**src/rtl/sdr_seq_pkg.sv**
```systemverilog
// Shared command encodings, phase type and mode word builder for the
// power-up and refresh sequencer. Assumes a single-data-rate SDRAM with
// active-low command strobes.
package sdr_seq_pkg;

    typedef struct packed {
        logic cs_n;
        logic ras_n;
        logic cas_n;
        logic we_n;
    } sdr_cmd_t;

    localparam sdr_cmd_t CMD_NOP  = '{cs_n: 1'b0, ras_n: 1'b1, cas_n: 1'b1, we_n: 1'b1};
    localparam sdr_cmd_t CMD_PALL = '{cs_n: 1'b0, ras_n: 1'b0, cas_n: 1'b1, we_n: 1'b0};
    localparam sdr_cmd_t CMD_REF  = '{cs_n: 1'b0, ras_n: 1'b0, cas_n: 1'b0, we_n: 1'b1};
    localparam sdr_cmd_t CMD_MRS  = '{cs_n: 1'b0, ras_n: 1'b0, cas_n: 1'b0, we_n: 1'b0};

    typedef enum logic [2:0] {
        PH_SETTLE,
        PH_AFTER_PALL,
        PH_AFTER_REF,
        PH_AFTER_MRS,
        PH_IDLE,
        PH_BUSY
    } seq_phase_t;

    localparam int ADDR_W = 12;
    localparam int BANK_W = 2;
    localparam int MODE_W = ADDR_W + BANK_W;

    // Packs the mode word as {bank, address}; test and reserved bits stay 0.
    function automatic logic [MODE_W-1:0] mk_mode(input logic [2:0] blen,
                                                  input logic       intl,
                                                  input logic [2:0] clat,
                                                  input logic       wsingle);
        logic [MODE_W-1:0] w;
        w      = '0;
        w[2:0] = blen;
        w[3]   = intl;
        w[6:4] = clat;
        w[9]   = wsingle;
        return w;
    endfunction

endpackage

```
**src/rtl/sdr_refresh_tracker.sv**
```systemverilog
// Refresh slot timer with pending flag and saturating missed-slot count.
// Assumes REF_PERIOD >= 2 and that 'issue' is only raised while 'pend' is 1.
module sdr_refresh_tracker #(
    parameter int REF_PERIOD = 1560,
    parameter int MISS_MAX   = 8,
    localparam int TW = (REF_PERIOD > 2) ? $clog2(REF_PERIOD) : 1,
    localparam int MW = $clog2(MISS_MAX + 1)
) (
    input  logic          clk,
    input  logic          rst_n,
    input  logic          run,
    input  logic          issue,
    output logic          pend,
    output logic [MW-1:0] missed
);

    localparam logic [TW-1:0] T_LAST = TW'(REF_PERIOD - 1);
    localparam logic [MW-1:0] M_LAST = MW'(MISS_MAX);

    logic [TW-1:0] tcnt;
    logic          tick;

    assign tick = run && (tcnt == T_LAST);

    // Free-running slot timer, active once bring-up has finished.
    always_ff @(posedge clk) begin
        if (!rst_n)      tcnt <= '0;
        else if (tick)   tcnt <= '0;
        else if (run)    tcnt <= tcnt + 1'b1;
    end

    // Pending flag and missed-slot count; an expiry and a refresh cancel.
    always_ff @(posedge clk) begin
        if (!rst_n) begin
            pend   <= 1'b0;
            missed <= '0;
        end else if (tick && !issue) begin
            if (!pend)                 pend   <= 1'b1;
            else if (missed != M_LAST) missed <= missed + 1'b1;
        end else if (issue && !tick) begin
            if (missed != '0) missed <= missed - 1'b1;
            else              pend   <= 1'b0;
        end
    end


    miss_bound_chk: assert property (@(posedge clk) disable iff (!rst_n)
        missed <= M_LAST);


    miss_needs_pend_chk: assert property (@(posedge clk) disable iff (!rst_n)
        (missed != '0) |-> pend);

endmodule

```
**src/rtl/sdr_cmd_sequencer.sv**
```systemverilog
// Command sequencer: settle window, precharge-all, bring-up refreshes,
// mode register set, then refresh insertion on request. All pin values
// are registered. Assumes every gap parameter is >= 2 and INIT_REFS >= 1.
module sdr_cmd_sequencer
    import sdr_seq_pkg::*;
#(
    parameter int STABLE_CYC = 20000,
    parameter int TRP_CYC    = 3,
    parameter int TRC_CYC    = 10,
    parameter int TMRD_CYC   = 2,
    parameter int INIT_REFS  = 8
) (
    input  logic              clk,
    input  logic              rst_n,
    input  logic [MODE_W-1:0] mode_word,
    input  logic              pend,
    input  logic              urgent,
    input  logic              grant,
    output sdr_cmd_t          cmd,
    output logic [BANK_W-1:0] ba,
    output logic [ADDR_W-1:0] addr,
    output logic              done,
    output logic              issue
);

    localparam int G1   = (STABLE_CYC > TRP_CYC) ? STABLE_CYC : TRP_CYC;
    localparam int G2   = (TRC_CYC > TMRD_CYC) ? TRC_CYC : TMRD_CYC;
    localparam int GMAX = (G1 > G2) ? G1 : G2;
    localparam int CW   = $clog2(GMAX + 1);
    localparam int RW   = $clog2(INIT_REFS + 1);

    localparam logic [CW-1:0] L_SETTLE = CW'(STABLE_CYC - 1);
    localparam logic [CW-1:0] L_RP     = CW'(TRP_CYC - 1);
    localparam logic [CW-1:0] L_RC     = CW'(TRC_CYC - 1);
    localparam logic [CW-1:0] L_MRD    = CW'(TMRD_CYC - 1);
    localparam logic [RW-1:0] R_LAST   = RW'(INIT_REFS);

    seq_phase_t    phase;
    logic [CW-1:0] cnt;
    logic [CW-1:0] lim;
    logic [RW-1:0] refs;
    logic          gap_end;

    // Selects the gap length that ends the current waiting phase.
    always_comb begin
        case (phase)
            PH_SETTLE:     lim = L_SETTLE;
            PH_AFTER_PALL: lim = L_RP;
            PH_AFTER_MRS:  lim = L_MRD;
            default:       lim = L_RC;
        endcase
    end

    assign gap_end = (cnt == lim);
    assign issue   = (phase == PH_IDLE) && pend && (grant || urgent);

    // Phase walk and registered command pins.
    always_ff @(posedge clk) begin
        if (!rst_n) begin
            phase <= PH_SETTLE;
            cnt   <= '0;
            refs  <= '0;
            cmd   <= CMD_NOP;
            ba    <= '0;
            addr  <= '0;
            done  <= 1'b0;
        end else begin
            cmd  <= CMD_NOP;
            ba   <= '0;
            addr <= '0;
            cnt  <= cnt + 1'b1;
            case (phase)
                PH_SETTLE: if (gap_end) begin
                    cmd      <= CMD_PALL;
                    addr[10] <= 1'b1;
                    cnt      <= '0;
                    phase    <= PH_AFTER_PALL;
                end
                PH_AFTER_PALL: if (gap_end) begin
                    cmd   <= CMD_REF;
                    refs  <= RW'(1);
                    cnt   <= '0;
                    phase <= PH_AFTER_REF;
                end
                PH_AFTER_REF: if (gap_end) begin
                    cnt <= '0;
                    if (refs == R_LAST) begin
                        cmd         <= CMD_MRS;
                        {ba, addr}  <= mode_word;
                        phase       <= PH_AFTER_MRS;
                    end else begin
                        cmd  <= CMD_REF;
                        refs <= refs + 1'b1;
                    end
                end
                PH_AFTER_MRS: if (gap_end) begin
                    done  <= 1'b1;
                    cnt   <= '0;
                    phase <= PH_IDLE;
                end
                PH_IDLE: begin
                    cnt <= '0;
                    if (issue) begin
                        cmd   <= CMD_REF;
                        phase <= PH_BUSY;
                    end
                end
                PH_BUSY: if (gap_end) begin
                    cnt   <= '0;
                    phase <= PH_IDLE;
                end
                default: phase <= PH_SETTLE;
            endcase
        end
    end


    ref_then_nop_chk: assert property (@(posedge clk) disable iff (!rst_n)
        (cmd == CMD_REF) |=> (cmd == CMD_NOP));


    done_sticky_chk: assert property (@(posedge clk) disable iff (!rst_n)
        done |=> done);


    pall_only_bringup_chk: assert property (@(posedge clk) disable iff (!rst_n)
        (cmd == CMD_PALL) |-> !done);


    mrs_only_bringup_chk: assert property (@(posedge clk) disable iff (!rst_n)
        (cmd == CMD_MRS) |-> !done);

endmodule

```
**src/rtl/sdr_pwrup_refresh_seq.sv**
```systemverilog
// Top level: joins the command sequencer with the refresh tracker and
// maps the command structure onto SDRAM pins. Clock enable is held high.
module sdr_pwrup_refresh_seq
    import sdr_seq_pkg::*;
#(
    parameter int STABLE_CYC = 20000,
    parameter int TRP_CYC    = 3,
    parameter int TRC_CYC    = 10,
    parameter int TMRD_CYC   = 2,
    parameter int INIT_REFS  = 8,
    parameter int REF_PERIOD = 1560,
    parameter int MISS_MAX   = 8,
    localparam int MW = $clog2(MISS_MAX + 1)
) (
    input  logic          clk,
    input  logic          rst_n,
    input  logic [2:0]    cfg_burst_len,
    input  logic          cfg_interleave,
    input  logic [2:0]    cfg_cas_lat,
    input  logic          cfg_write_single,
    input  logic          ref_grant,
    output logic          ref_req,
    output logic [MW-1:0] ref_owed,
    output logic          init_done,
    output logic          sd_cke,
    output logic          sd_cs_n,
    output logic          sd_ras_n,
    output logic          sd_cas_n,
    output logic          sd_we_n,
    output logic [1:0]    sd_ba,
    output logic [11:0]   sd_addr
);

    sdr_cmd_t          cmd;
    logic              pend;
    logic [MW-1:0]     missed;
    logic              issue;
    logic              done;
    logic [MODE_W-1:0] mode_word;

    assign mode_word = mk_mode(cfg_burst_len, cfg_interleave, cfg_cas_lat, cfg_write_single);

    sdr_cmd_sequencer #(
        .STABLE_CYC (STABLE_CYC),
        .TRP_CYC    (TRP_CYC),
        .TRC_CYC    (TRC_CYC),
        .TMRD_CYC   (TMRD_CYC),
        .INIT_REFS  (INIT_REFS)
    ) u_seq (
        .clk       (clk),
        .rst_n     (rst_n),
        .mode_word (mode_word),
        .pend      (pend),
        .urgent    (missed != '0),
        .grant     (ref_grant),
        .cmd       (cmd),
        .ba        (sd_ba),
        .addr      (sd_addr),
        .done      (done),
        .issue     (issue)
    );

    sdr_refresh_tracker #(
        .REF_PERIOD (REF_PERIOD),
        .MISS_MAX   (MISS_MAX)
    ) u_trk (
        .clk    (clk),
        .rst_n  (rst_n),
        .run    (done),
        .issue  (issue),
        .pend   (pend),
        .missed (missed)
    );

    assign sd_cke    = 1'b1;
    assign sd_cs_n   = cmd.cs_n;
    assign sd_ras_n  = cmd.ras_n;
    assign sd_cas_n  = cmd.cas_n;
    assign sd_we_n   = cmd.we_n;
    assign ref_req   = pend;
    assign ref_owed  = missed;
    assign init_done = done;


    issue_needs_req_chk: assert property (@(posedge clk) disable iff (!rst_n)
        issue |-> (pend && done));

endmodule

```
**config.mk**
```make
export PLATFORM = sky130hd
export DESIGN_NAME = sdr_pwrup_refresh_seq
export DESIGN_NICKNAME = d
export VERILOG_FILES = /design/src/rtl/sdr_seq_pkg.sv /design/src/rtl/sdr_refresh_tracker.sv /design/src/rtl/sdr_cmd_sequencer.sv /design/src/rtl/sdr_pwrup_refresh_seq.sv
export SDC_FILE = /design/constraint.sdc
export NUM_CORES = 1
export LEC_CHECK = 0
export ABC_AREA = 1
export BUFFER_PORTS_ARGS = -buffer_cell sky130_fd_sc_hd__buf_2
export CORE_MARGIN = 2
export CORE_UTILIZATION = 30
export CTS_CLUSTER_DIAMETER = 40
export DETAILED_ROUTE_END_ITERATION = 16
export PLACE_DENSITY = 0.52
export SETUP_SLACK_MARGIN = 0.2
export SYNTH_ARGS = -nofsm -noshare
export SYNTH_HDL_FRONTEND = slang
export SYNTH_HIERARCHICAL = 1
export SYNTH_SLANG_ARGS = --single-unit
```
**constraint.sdc**
```tcl
create_clock -name clk -period 2 [get_ports clk]
set_input_delay 0.4 -clock clk [delete_from_list [all_inputs] [get_ports clk]]
set_output_delay 0.4 -clock clk [all_outputs]
set_load 0.01 [all_outputs]
```
; Word level (Yosys, flattened, before mapping)
; Cells that the tools add are included.
[totals]
regBits = 55
in_bits = 11
out_inout_bits = 25
elab_cells = 94
[classes]
add_sub_neg = 5
n_eq_ne = 19
mux = 32
bitwise_logic = 1
n_reduce_logical = 23
[op_table]
columns = op, count
row1 = $pmux 15 s3, 1
row2 = $mux 4, 8
row3 = $mux 3, 10
row4 = $pmux 15 s2, 1
row5 = $ne 2x1->1 const B, 8
row6 = $pmux 4 s4, 1
row7 = $add 15x1->15 const B, 1
row8 = $eq 15x15->1, 1
row9 = $mux 15, 1
row10 = $pmux 3 s5, 1
row11 = $reduce_and 4->1, 3
row12 = $add 11x1->11 const B, 1
row13 = $eq 11x11->1 const B, 1
row14 = $mux 11, 1
row15 = $mux 10, 1
row16 = $add 4x1->4 const B, 2
row17 = $pmux 4 s2, 1
row18 = $eq 3x2->1 const B, 2
row19 = $eq 3x3->1 const B, 2
row20 = $reduce_and 6->1, 1
row21 = $reduce_bool 2->1, 3
row22 = $logic_and 1x1->1, 5
row23 = $mux 1, 5
row24 = $reduce_or 5->1, 1
row25 = 14 further kinds, 18

; Depth between registers and ports, before layout
; Gate-level depths: netlist (run 1).
[logic_depth]
depth_word = 7
ltp_mapped = 15
depth_no_buf = 15

; By module
; Netlist (run 1), hierarchy kept.
[modules_own_cells]
columns = module, instances, cells_per_inst, area_per_inst_um2, seq_area_each_um2
row1 = sdr_cmd_sequencer, 1, 254, 1918.1, 800.8
row2 = sdr_refresh_tracker, 1, 142, 1008.5, 320.3
row3 = sdr_pwrup_refresh_seq, 1, 6, 26.3, 0.0

; Worst setup path after synthesis (run 1)
; OpenSTA, ideal clock, no wires.
[synth_timing]
path_kind = register to register
startpoint = reg u_trk.tcnt[0]
endpoint = reg u_trk.missed[3]
setup_ns = 0.111
arrival_time_ns = 2.067
required_ns = 1.889
path_slack_ns = -0.178
stages_incl_launch_ff = 16
n_path_buf = 0
synth_period_minus_slack_ns = 2.178
path_cell_list = dfxtp_1 -> ha_1 -> inv_1 -> nor3_1 -> nand3_2 -> inv_1 -> ha_1 -> inv_2 -> ha_1 -> nand2_1 -> inv_1 -> nand3_1 -> nand3_1 -> nand2_1 -> nor2_1 -> nor2_1
[synth_via]
elab_chain_cells = 6
elab_cells_between_ends = 11
cone_classes = eq/ne: 3 / mux: 1 / reduce/logical: 7
[synth_lines]
columns = item, line_no
row1 = start: declaration, sdr_refresh_tracker.sv:20  ; logic [TW-1:0] tcnt;
row2 = start signal: assignment, sdr_refresh_tracker.sv:29  ; else if (run) tcnt <= tcnt + 1'b1;
row3 = $eq 11x11->1 *, sdr_refresh_tracker.sv:23  ; assign tick = run && (tcnt == T_LAST);
row4 = $logic_and 1x1->1 *, sdr_refresh_tracker.sv:23
row5 = $logic_not 1->1, sdr_refresh_tracker.sv:40  ; end else if (issue && !tick) begin
row6 = $logic_and 1x1->1, sdr_refresh_tracker.sv:40
row7 = $reduce_bool 2->1 (no line), -
row8 = $reduce_and 4->1 (no line), -
row9 = end signal: assignment, sdr_refresh_tracker.sv:39  ; else if (missed != M_LAST) missed <= missed + 1'b1;
row10 = end signal: assignment, sdr_refresh_tracker.sv:41  ; if (missed != '0) missed <= missed - 1'b1;
row11 = end: declaration, sdr_refresh_tracker.sv:14  ; output logic [MW-1:0] missed
; Every way passes the cells marked *; elsewhere a longest branch is shown, timed or not.
; A chain may end at the register's enable or synchronous reset.

; Worst setup path in the final report (run 1)
; Same ends and word-level chain as after synthesis.

==> summary.md, run 1 <==
| Metric | Value |
|---|---|
| GRT Total Usage | `11.96%` |
| Multi-input logic area | `about 1700 µm²` |
| CTS Buf Count | `5` |
| Final ANT Viol Nets | `0` |
| Max_cap viols | `0` |
| Worst Path Required | `2.22 ns` |
| DR pass1 iterations | `4` |
| Ys Warns | `6` |
| Hold Violations, Final | `0` |
| Remaining Overflow, GRT | `0` |
| Layout fillers | `1024` |
| Post-Syn Area | `2953 µm²` |
| Die Area | `10650 µm²` |
| PwrDens | `498.6 nW/µm²` |
| RSZ-0062 raised after global routing | `true` |
| Drt via density | `4.334` |
| Skew final | `0.005417 ns` |
| Vias | `between 2000 and 3000` |
| Commonest non-fill, non-tap cell in the layout | `nand2_1` |
| Clock Latency Late Sink | `0.31 ns` |
| Gate Count Post-Synth | `402` |
| Clock Sinks | `56` |
| Area growth, synth to finish | `25.97%` |
| Layout cells sized above 1 | `~34%` |
| Deepest clock path buffer count | `2` |
| Die H | `103.2 µm` |
| Hold_ws | `0.2932 ns` |
| Nets | `between 400 and 500` |
| Setup-failing EPs final | `0` |
| I/O pins | `36` |
| CTS root buf | `clkbuf_8` |
| Vias in the first global route | `2456` |
| Ant. Diodes | `0` |
| Non-filler cells, final | `598` |
| Arrival @ worst endpoint | `2.12 ns` |
| Maximum number of pins on one net before global-route repair | `20` |
| CTS tree | `built` |
| Std cell rows | `36` |
| Worst-path fanout max | `3` |
| Core ar. | `9684 µm²` |
| Peak supply drop | `0.2534 mV` |
| Register area share after synthesis | `37.97%` |
| Number of antenna violations at the first check in global routing | `0` |
| Die extent in x | `103.2 µm` |
| Synthesized flop and latch total | `56` |
| Syn Area/Cell | `7.345 µm²` |
| DR WL/cell | `roughly 10 µm` |
| Critical Path Source Type | `flop` |
| Reg area | `1146 µm²` |
| Period minus WS final | `1.897 ns` |
| First-pass GRT wire length | `10410 µm` |
| Critical path class | `flop to flop` |
| Commonest cells after routing, fill and taps aside | `60 x nand2_1, 59 x nor2_1, 46 x inv_1, 44 x dfxtp_1, 33 x buf_2` |
| Fin util | `between 30% and 40%` |
| CTS H-tree depth | `2` |
| Max Transition Viols Final | `0` |
| Final period util | `around 95%` |
| HP Class | `input port to flop` |
| Initial Util | `between 30% and 40%` |
| Status | `complete, no violations` |
| CP Capture Type | `flop` |
| # port buffers | `33` |
| Placed Cells | `577` |
| Total Power | `0.001855 W` |
| Drt total wl | `6096 µm` |
| Final setup TNS | `0 ns` |
| Distinct cell type count after synthesis | `36` |
| Fmax | `527.2 MHz` |
| Hpwl dp | `4455 µm` |
| Initial DRC count | `116` |
| Drt drc | `0` |
| RD Place Congestion | `roughly 0.84` |
| P_leak | `around 1.6 nW` |
| Clk pin slew, worst setup/hold paths | `0.11 ns` |
| Post-CTS Hold Buffers | `0` |
[synth_stat cells, drive strengths merged]
| master | n | area, µm² |
|---|---|---|
| nor2 | 87 | 409.1 |
| nand2 | 76 | 330.3 |
| inv | 58 | 217.7 |
| dfxtp | 56 | 1121 |
| nand3 | 28 | 172.7 |
| o21ai | 14 | 77.57 |
| a21oi | 13 | 65.06 |
| nor3 | 11 | 65.06 |
| xor2 | 11 | 96.34 |
| buf | 9 | 71.31 |
| ha | 9 | 112.6 |
| xnor2 | 7 | 61.31 |
| nand4 | 6 | 37.54 |
| conb | 3 | 11.26 |
| nand3b | 3 | 22.52 |
| and2 | 2 | 12.51 |
| o22ai | 2 | 12.51 |
| a21boi | 1 | 7.510 |
| and3 | 1 | 6.260 |
| nor3b | 1 | 7.510 |
| o2111ai | 1 | 8.760 |
| o211ai | 1 | 7.510 |
| o21bai | 1 | 11.26 |
| o31ai | 1 | 7.510 |
[layout make-up]
class	instances	area share, %
inverter	58	6.054
multi-input combinational	284	45.71
sequential	56	30.81
timing repair buffer	59	10.36
clock inverter	3	0.7400
tap	133	4.474
clock buffer	5	1.850
[through the flow]
step / instance area [µm²] / setup WS, ns
finish: 3720 / 0.1032
floorplan: 3034 / 0.1109
detailed placement: 3405 / -0.04018
global route: 3720 / -0.06595
CTS: 3578 / 0.1174
global placement: 3405 / 0.008607
[final timing paths]
path         cells after the start  slack [ns]                            to                       start
max                             15        0.10  u_trk/missed[3]$_SDFFE_PN0P_  u_trk/tcnt[0]$_SDFFE_PP0P_
min                              3        0.29      u_seq/addr[9]$_SDFF_PN0_            cfg_write_single
max reg2reg                     15        0.10  u_trk/missed[3]$_SDFFE_PN0P_  u_trk/tcnt[0]$_SDFFE_PP0P_
min reg2reg                      1        0.45       u_seq/cnt[0]$_SDFF_PN0_     u_seq/cnt[0]$_SDFF_PN0_
[worst max-delay path, stage by stage (launching register included)]
cell and delay [ns]:
dfxtp_4 0.38, ha_4 0.13, inv_2 0.04, nor3_2 0.11, nand3_2 0.10, inv_2 0.09, ha_4 0.16, inv_4 0.05
ha_4 0.27, nand2_1 0.06, inv_1 0.07, nand3_2 0.08, nand3_2 0.08, nand2_1 0.05, nor2_1 0.09, nor2_1 0.04
[cells by family after synthesis]
family	after synthesis	share of synthesized area [%]
other	3	0.3813
AND/OR/NAND/NOR	215	36.02
XOR/XNOR	18	5.339
adder cells (fa/ha/maj)	9	3.814
buffers and inverters	67	9.788
AO/OA/AOI/OAI	34	6.695
flip-flops	56	37.97
[power by group]
group	internal, W	total (W)	switching, W	leakage, nW
Clock	0.000259	0.000670	0.000412	0.0463
Combinational	0.0000254	0.0000651	0.0000397	1.09
Sequential	0.00111	0.00112	0.00000514	0.459
Total	0.00140	0.00185	0.000457	1.60
[state kept, by name (all words and copies together) (netlist names), 2 cells and up]
name          count
u_seq/cnt        15
u_trk/tcnt       11
u_seq/addr       12
u_seq/ba          2
u_seq/refs        4
u_seq/cmd         3
u_trk/missed      4
u_seq/phase       3
[what timing repair did]
action                     4_1_cts  5_1_grt
buffers inserted                 6        7
setup endpoints to repair       25       35
gates resized for setup         14       25
pin swaps                        4       10
[per-layer routing]
layer  GRT usage, %  part of all wire, %  routed length [µm]  up-vias
met5              0                    0                   0        -
met4          3.644                  1.1                  70        0
met3          2.621                  3.7                 226       11
met2          20.18                   48                2936       53
met1          15.31                   47                2864     1165
li1               -                    -                   -     1363
(Power assumes the default switching activity.)
==> run 2: changes to the inputs <==
Settings changed: PLACE_DENSITY 0.52 to 0.59.
==> run 2 against run 1 <==
- global-route usage fell by 0.30 points
- flip-flop and latch count stayed put
- cell count up 0.84%
- critical path type unchanged
- largest power group unchanged
==> summary.md, run 2 (synthesis results as in run 1) <==
| Metric | Value |
|---|---|
| Status | `complete, no violations` |
| Slowest Stage Delay on Critical Path | `0.37 ns` |
| # port buffers | `33` |
| Pre-CTS setup slack | `roughly 0.007 ns` |
| Finished Cell Area | `3764 µm²` |
| Clock Sinks | `56` |
| Layout cells sized above 1 | `35.96%` |
| Initial DRC count | `between 70 and 80` |
| RD Place Congestion | `between 0.9 and 1` |
| Worst Path Required | `2.22 ns` |
| HP Class | `input port to flop` |
| Final ANT Viol Nets | `0` |
| Fmax | `between 500 and 600 MHz` |
| Final period util | `92.63%` |
| Deepest clock path buffer count | `2` |
| Biggest regs | `u_seq/cnt x15, u_seq/addr x12, u_trk/tcnt x11` |
| Commonest non-fill, non-tap cell in the layout | `nor2_1` |
| Initial Util | `30.49%` |
| Clk pin slew, worst setup/hold paths | `~0.1 ns` |
| Period minus WS final | `1.853 ns` |
| Non-filler cells, final | `603` |
| Remaining Overflow, GRT | `0` |
| Max reg flops | `15` |
| Post-DP Area | `3405 µm²` |
| PwrDens | `between 400 and 500 nW/µm²` |
| Peak supply drop | `around 0.31 mV` |
| Reg with most FFs | `u_seq/cnt` |
| Drt drc | `0` |
| Drt via density | `4.312` |
| Number of antenna violations at the first check in global routing | `0` |
| Multi-input logic area | `~1700 µm²` |
| Hold Violations, Final | `0` |
| Commonest cells after routing, fill and taps aside | `63 x nor2_1, 58 x nand2_1, 45 x inv_1, 43 x dfxtp_1, 33 x buf_2` |
| Vias | `2600` |
| Setup-failing EPs final | `0` |
| Layout fillers | `approximately 1000` |
| Arrival @ worst endpoint | `2.07 ns` |
| Critical path class | `flop to flop` |
| Maximum number of pins on one net before global-route repair | `19` |
| Skew final | `0.004851 ns` |
| CTS H-tree depth | `2` |
| GRT Total Usage | `11.65%` |
| Core ar. | `9684 µm²` |
| Post-CTS Hold Buffers | `0` |
| RSZ-0062 raised after global routing | `true` |
| Critical path cell sequence | `ha_4, inv_2, nor3_2, nand3_2, inv_2, ha_4, inv_4, ha_4, nand3_2, nand2_2, inv_2, nand3_2, nand2_1, nor2_1, nor2_1` |
| DR pass1 iterations | `4` |
| P_sw | `0.0004270 W` |
| Fin worst setup slack | `0.1475 ns` |
| Reg area | `1147 µm²` |
| Hpwl dp | `4426 µm` |
| Drt total wl | `6167 µm` |
| I/O pins | `36` |
| Clk network pwr share | `34.8%` |
| Die Area | `about 11000 µm²` |
| Critical Path Source Type | `flop` |
| CTS Buf Count | `5` |
| Area growth, synth to finish | `27.46%` |
| Reg2reg path depth | `15` |
| Max Transition Viols Final | `0` |
| CP Capture Type | `flop` |
| CTS tree | `built` |
| Worst-path fanout max | `3` |
| Sw Share | `23.50%` |
| Placed Cells | `between 500 and 600` |
| First-pass GRT wire length | `10100 µm` |
| Power share of the sequential group | `61.6%` |
| Max_cap viols | `0` |
| Total Power | `0.001817 W` |
| Clock Latency Late Sink | `0.31 ns` |
| Ant. Diodes | `0` |
| Slowest CP cell | `dfxtp_4` |
| CTS root buf | `clkbuf_8` |
| Die H | `103.2 µm` |
| DR WL/cell | `10.23 µm` |
| Vias in the first global route | `2345` |
| Combinational fraction of design power | `3.7%` |
| Cell Int Power | `roughly 0.0014 W` |
| P_leak | `1.598 nW` |
| Nets | `489` |
| Std cell rows | `36` |
| Die extent in x | `103.2 µm` |
| Hold path depth | `3` |
==> run 2: cell types whose count changed in the layout (fill, tap and decap cells not counted), moves of 2 or more <==
cell / delta
buf_4: +6
nor2_1: +4
nor2_2: -4
nand2_2: +3
inv_4: +2
nand2_1: -2
o21ai_0: -2
==> run 2: cell type report <==
| type | count | area share (%) |
|---|---|---|
| multi-input cells | 284 | 45.71 |
| flip-flops and latches | 56 | 30.49 |
| repair buffers | 64 | 10.90 |
| inverters | 58 | 6.051 |
| well taps | 133 | 4.422 |
| clock buffers | 5 | 1.828 |
| clock inverters | 3 | 0.5984 |
==> run 2: repair_timing <==
action                     4_1_cts  5_1_grt
setup endpoints to repair       22       36
pin swaps                        6       19
buffers inserted                 8       10
hold endpoints to repair         0        0
resized for setup               17       30
==> run 2: power by group through the flow <==
stage / Combinational, W / Clock [W] / Sequential [W]
after global placement: 0.0000641 / 0 / 0.00115
after floorplan: 0.0000463 / 0 / 0.00115
after global routing: 0.0000780 / 0.000704 / 0.00112
after detailed placement: 0.0000650 / 0 / 0.00115
after CTS: 0.0000654 / 0.000658 / 0.00112
final: 0.0000668 / 0.000632 / 0.00112
==> run 2: worst paths after layout <==
kind / startpoint / end / slack, ns
worst max-delay path: u_trk/tcnt[0]$_SDFFE_PP0P_ / u_trk/missed[3]$_SDFFE_PN0P_ / 0.15
worst min-delay path: cfg_cas_lat[0] / u_seq/addr[4]$_SDFF_PN0_ / 0.30
worst max register to register: u_trk/tcnt[0]$_SDFFE_PP0P_ / u_trk/missed[3]$_SDFFE_PN0P_ / 0.15
worst min register to register: u_seq/cnt[0]$_SDFF_PN0_ / u_seq/cnt[0]$_SDFF_PN0_ / 0.43
==> run 2: stage by stage <==
stage / hold slack (ns) / util (%) / TNS (ns)
after CTS: 0.2889 / 37.17 / 0
after detailed placement: 0.4591 / 35.15 / 0
final: 0.2977 / 38.86 / 0
after global routing: 0.2894 / 38.86 / -0.002659
after global placement: 0.4458 / 35.15 / 0
after floorplan: 0.4294 / - / 0
==> run 2: critical path, delay by kind of cell (launching register included) <==
family	cells	cell delay [ns]
fa+ha+maj	3	0.55
buf+inv	4	0.21
flops	1	0.37
simple gates	8	0.60
==> run 2: routing by layer <==
metal  wire (µm)  vias up  GRT usage, %
met2        3106       34         20.13
met3         158        5         2.218
met1        2842     1181         14.95
li1            -     1380             -
met4          59        0         3.036
met5           0        -             0
==> run 3: changes to the inputs <==
Settings changed: ABC_AREA 1 to 0, PLACE_DENSITY 0.59 to 0.58.
Clock period 2 ns to 1.9 ns, I/O delays scaled along.
==> run 3 against run 2 <==
- via count is 10% lower
- die area shrank 9.3%
- critical endpoint unchanged
- the run now ends with negative setup slack left
- sequential power increased by 5%
- combinational power rose by 62%
- flip-flop and latch count did not move
- routed wire length fell by 3.0%
- register-to-register slack worse by 0.51 ns
- clock power up 15%
- sequential share of layout area down 1.3 points
- first-iteration DRC count is 29% lower
==> summary.md, run 3 <==
| Metric | Value |
|---|---|
| Post-CTS Hold Buffers | `0` |
| Clk pin slew, worst setup/hold paths | `0.10 ns` |
| Peak supply drop | `0.2694 mV` |
| Die Area | `9658 µm²` |
| I/O pins | `36` |
| Drt via density | `about 4.6` |
| RD Place Congestion | `0.7692` |
| Hold Violations, Final | `0` |
| Worst Path Required | `~2.2 ns` |
| Placed Cells | `484` |
| Layout fillers | `855` |
| Critical path cell sequence | `or4_4, o21ai_4, nor3_4, inv_2, ha_4, inv_4, ha_4, or2b_1, a21o_1, o2111ai_2, mux2i_1` |
| Period minus WS final | `approximately 2.3 ns` |
| Area share of the largest cell type after synthesis | `42.05%` |
| DR pass1 iterations | `4` |
| Critical Path Source Type | `flop` |
| Top post-synthesis cells by area | `dfxtp_1 42%, xnor2_1 5.3%, nor2_1 4.9%, ha_1 4.2%, and2_1 4.0%` |
| Layout cells sized above 1 | `40.05%` |
| Fmax | `441.0 MHz` |
| Non-filler cells, final | `505` |
| Worst-path fanout max | `4` |
| HP Class | `input port to flop` |
| Std cell rows | `34` |
| Register area share after synthesis | `about 42%` |
| Skew final | `0.01145 ns` |
| Remaining Overflow, GRT | `0` |
| Final ANT Viol Nets | `0` |
| # port buffers | `33` |
| Post-synth top cells | `56 x dfxtp_1, 35 x nor2_1, 20 x nand2_1, 17 x and2_1, 16 x xnor2_1` |
| Maximum number of pins on one net before global-route repair | `17` |
| Fin worst setup slack | `-0.3673 ns` |
| CTS Buf Count | `5` |
| CTS root buf | `clkbuf_8` |
| Max Transition Viols Final | `0` |
| Initial DRC count | `56` |
| Deepest clock path buffer count | `2` |
| Commonest non-fill, non-tap cell in the layout | `buf_4` |
| Initial Util | `between 30% and 40%` |
| Synthesized flop and latch total | `56` |
| Final period util | `119.3%` |
| DR WL/cell | `11.85 µm` |
| P_leak | `~1.6 nW` |
| Area growth, synth to finish | `45.33%` |
| Vias in the first global route | `2232` |
| Distinct cell type count after synthesis | `51` |
| Gate Count Post-Synth | `about 290` |
| Slowest CP cell | `or4_4` |
| Vias | `2334` |
| Dominant cell type by area after synthesis | `dfxtp_1` |
| Core ar. | `~8700 µm²` |
| Max reg flops | `15` |
| PwrDens | `about 520 nW/µm²` |
| Most Frequent Cell on Critical Path | `ha_4` |
| CP Capture Type | `flop` |
| Drt total wl | `5983 µm` |
| CTS tree | `built` |
| Nets | `between 400 and 500` |
| Drt drc | `0` |
| Biggest regs | `u_seq/cnt x15, u_seq/addr x12, u_trk/tcnt x11` |
| Ys Warns | `6` |
| Setup-failing EPs final | `40` |
| Hold_ws | `around 0.27 ns` |
| Critical path class | `flop to flop` |
| RSZ-0062 raised after global routing | `true` |
| Clock Sinks | `between 50 and 60` |
| Top-count cell post-synth | `dfxtp_1` |
| Arrival @ worst endpoint | `2.52 ns` |
| Failing checks | `negative setup slack` |
| Asr flop ratio synth | `0%` |
| Die extent in x | `between 90 and 100 µm` |
| Clock Latency Late Sink | `0.32 ns` |
| Reg with most FFs | `u_seq/cnt` |
| Slowest Stage Delay on Critical Path | `roughly 0.52 ns` |
| CTS H-tree depth | `2` |
| Commonest cells after routing, fill and taps aside | `58 x buf_4, 50 x dfxtp_1, 33 x buf_2, 22 x nor2_1, 20 x nand2_1` |
| GRT Total Usage | `12.22%` |
| First-pass GRT wire length | `9784 µm` |
| Die H | `roughly 98 µm` |
| Post-Syn Area | `2666 µm²` |
| Hpwl dp | `4210 µm` |
| Post-synth EDFFs | `0` |
| Ant. Diodes | `0` |
| Syn Area/Cell | `9.069 µm²` |
| Max_cap viols | `0` |
| Status | `complete, but fails checks` |
| Number of antenna violations at the first check in global routing | `0` |
| Post-synth top flop | `dfxtp_1` |
run 3: cell types whose count changed after synthesis, moves of 6 or more:
cell	delta
a21oi_1	-9
inv_2	-7
o21a_1	+6
nor2_1	-31
nor2_4	-6
inv_1	-41
clkbuf_1	+6
xnor2_1	+9
nand2_1	-46
and2_1	+15
nor2_2	-15
nand3_1	-13
run 3: repair_timing:
| item | CTS | global route |
|---|---|---|
| pin swaps | 16 | 12 |
| endpoints found under the setup margin | 40 | 40 |
| gates resized for setup | 19 | 26 |
| setup buffers | 10 | 2 |
| cloned | 1 | 0 |
run 3: area by class of cell:
cell class              instances  area [µm²]  share of cell area, %
well taps                     108       135.1                  3.487
inverters                      10       40.04                  1.033
repair buffers                102       770.7                  19.89
flip-flops and latches         56        1131                  29.19
clock buffers                   7       97.59                  2.519
clock inverters                 1       5.005                 0.1292
multi-input cells             221        1695                  43.75
run 3: critical path: cells and delay by family (launching register included):
kind	cells	cell delay, ns
muxes	1	0.19
DFF	1	0.35
adders and majority gates	2	0.32
AOI/OAI and AO/OA	3	0.42
buffers and inverters	2	0.12
and+or+nand+nor	3	0.80
run 3: logic make-up (layout without fill, tap and decap cells):
logic type | after synthesis | in the layout | share of synthesized area, %
buffers and inverters | 22 | 120 | 3.754
XOR/XNOR | 28 | 28 | 9.197
other | 3 | 8 | 0.4223
adder cells (fa/ha/maj) | 9 | 9 | 4.223
AO/OA/AOI/OAI | 40 | 40 | 12.01
flip-flops | 56 | 56 | 42.05
multiplexers | 3 | 3 | 1.126
AND/OR/NAND/NOR | 133 | 133 | 27.22
run 3: worst paths after layout:
kind / from / endpoint / slack (ns) / cells after the start
hold reg to reg: u_trk/tcnt[9]$_SDFFE_PP0P_ / u_trk/tcnt[9]$_SDFFE_PP0P_ / 0.57 / 2
setup / recovery: u_trk/missed[0]$_SDFFE_PN0P_ / u_trk/missed[3]$_SDFFE_PN0P_ / -0.37 / 11
setup reg to reg: u_trk/missed[0]$_SDFFE_PN0P_ / u_trk/missed[3]$_SDFFE_PN0P_ / -0.37 / 11
hold / removal: cfg_burst_len[1] / u_seq/addr[1]$_SDFF_PN0_ / 0.27 / 2
run 3: layer usage:
metal / vias to the layer above / global-route usage [%] / wire, µm
met5: - / 0 / 0
met4: 0 / 2.950 / 55
met3: 5 / 3.006 / 206
met2: 28 / 20.92 / 2892
met1: 1089 / 15.53 / 2829
li1: 1212 / - / -
run 3: power breakdown:
group	internal, W	leakage (nW)	switching [W]
combinational	0.0000553	1.10	0.0000523
clock	0.000339	0.0534	0.000389
sequential	0.00118	0.455	0.00000283
total	0.00157	1.61	0.000444
run 3: through the flow:
step                worst slack, ns  cell area (µm²)  total power, W  setup TNS (ns)  utilization, %
detailed placement          -0.4021             3438        0.001282          -6.566           39.62
finish                      -0.3673             3875        0.002016          -7.647           44.65
floorplan                   -0.3682             2778        0.001249          -3.691               -
global route                -0.4556             3875        0.002107          -11.24           44.65
global placement            -0.3334             3438        0.001282          -6.026           39.62
CTS                         -0.3902             3737        0.002031          -6.295           43.07
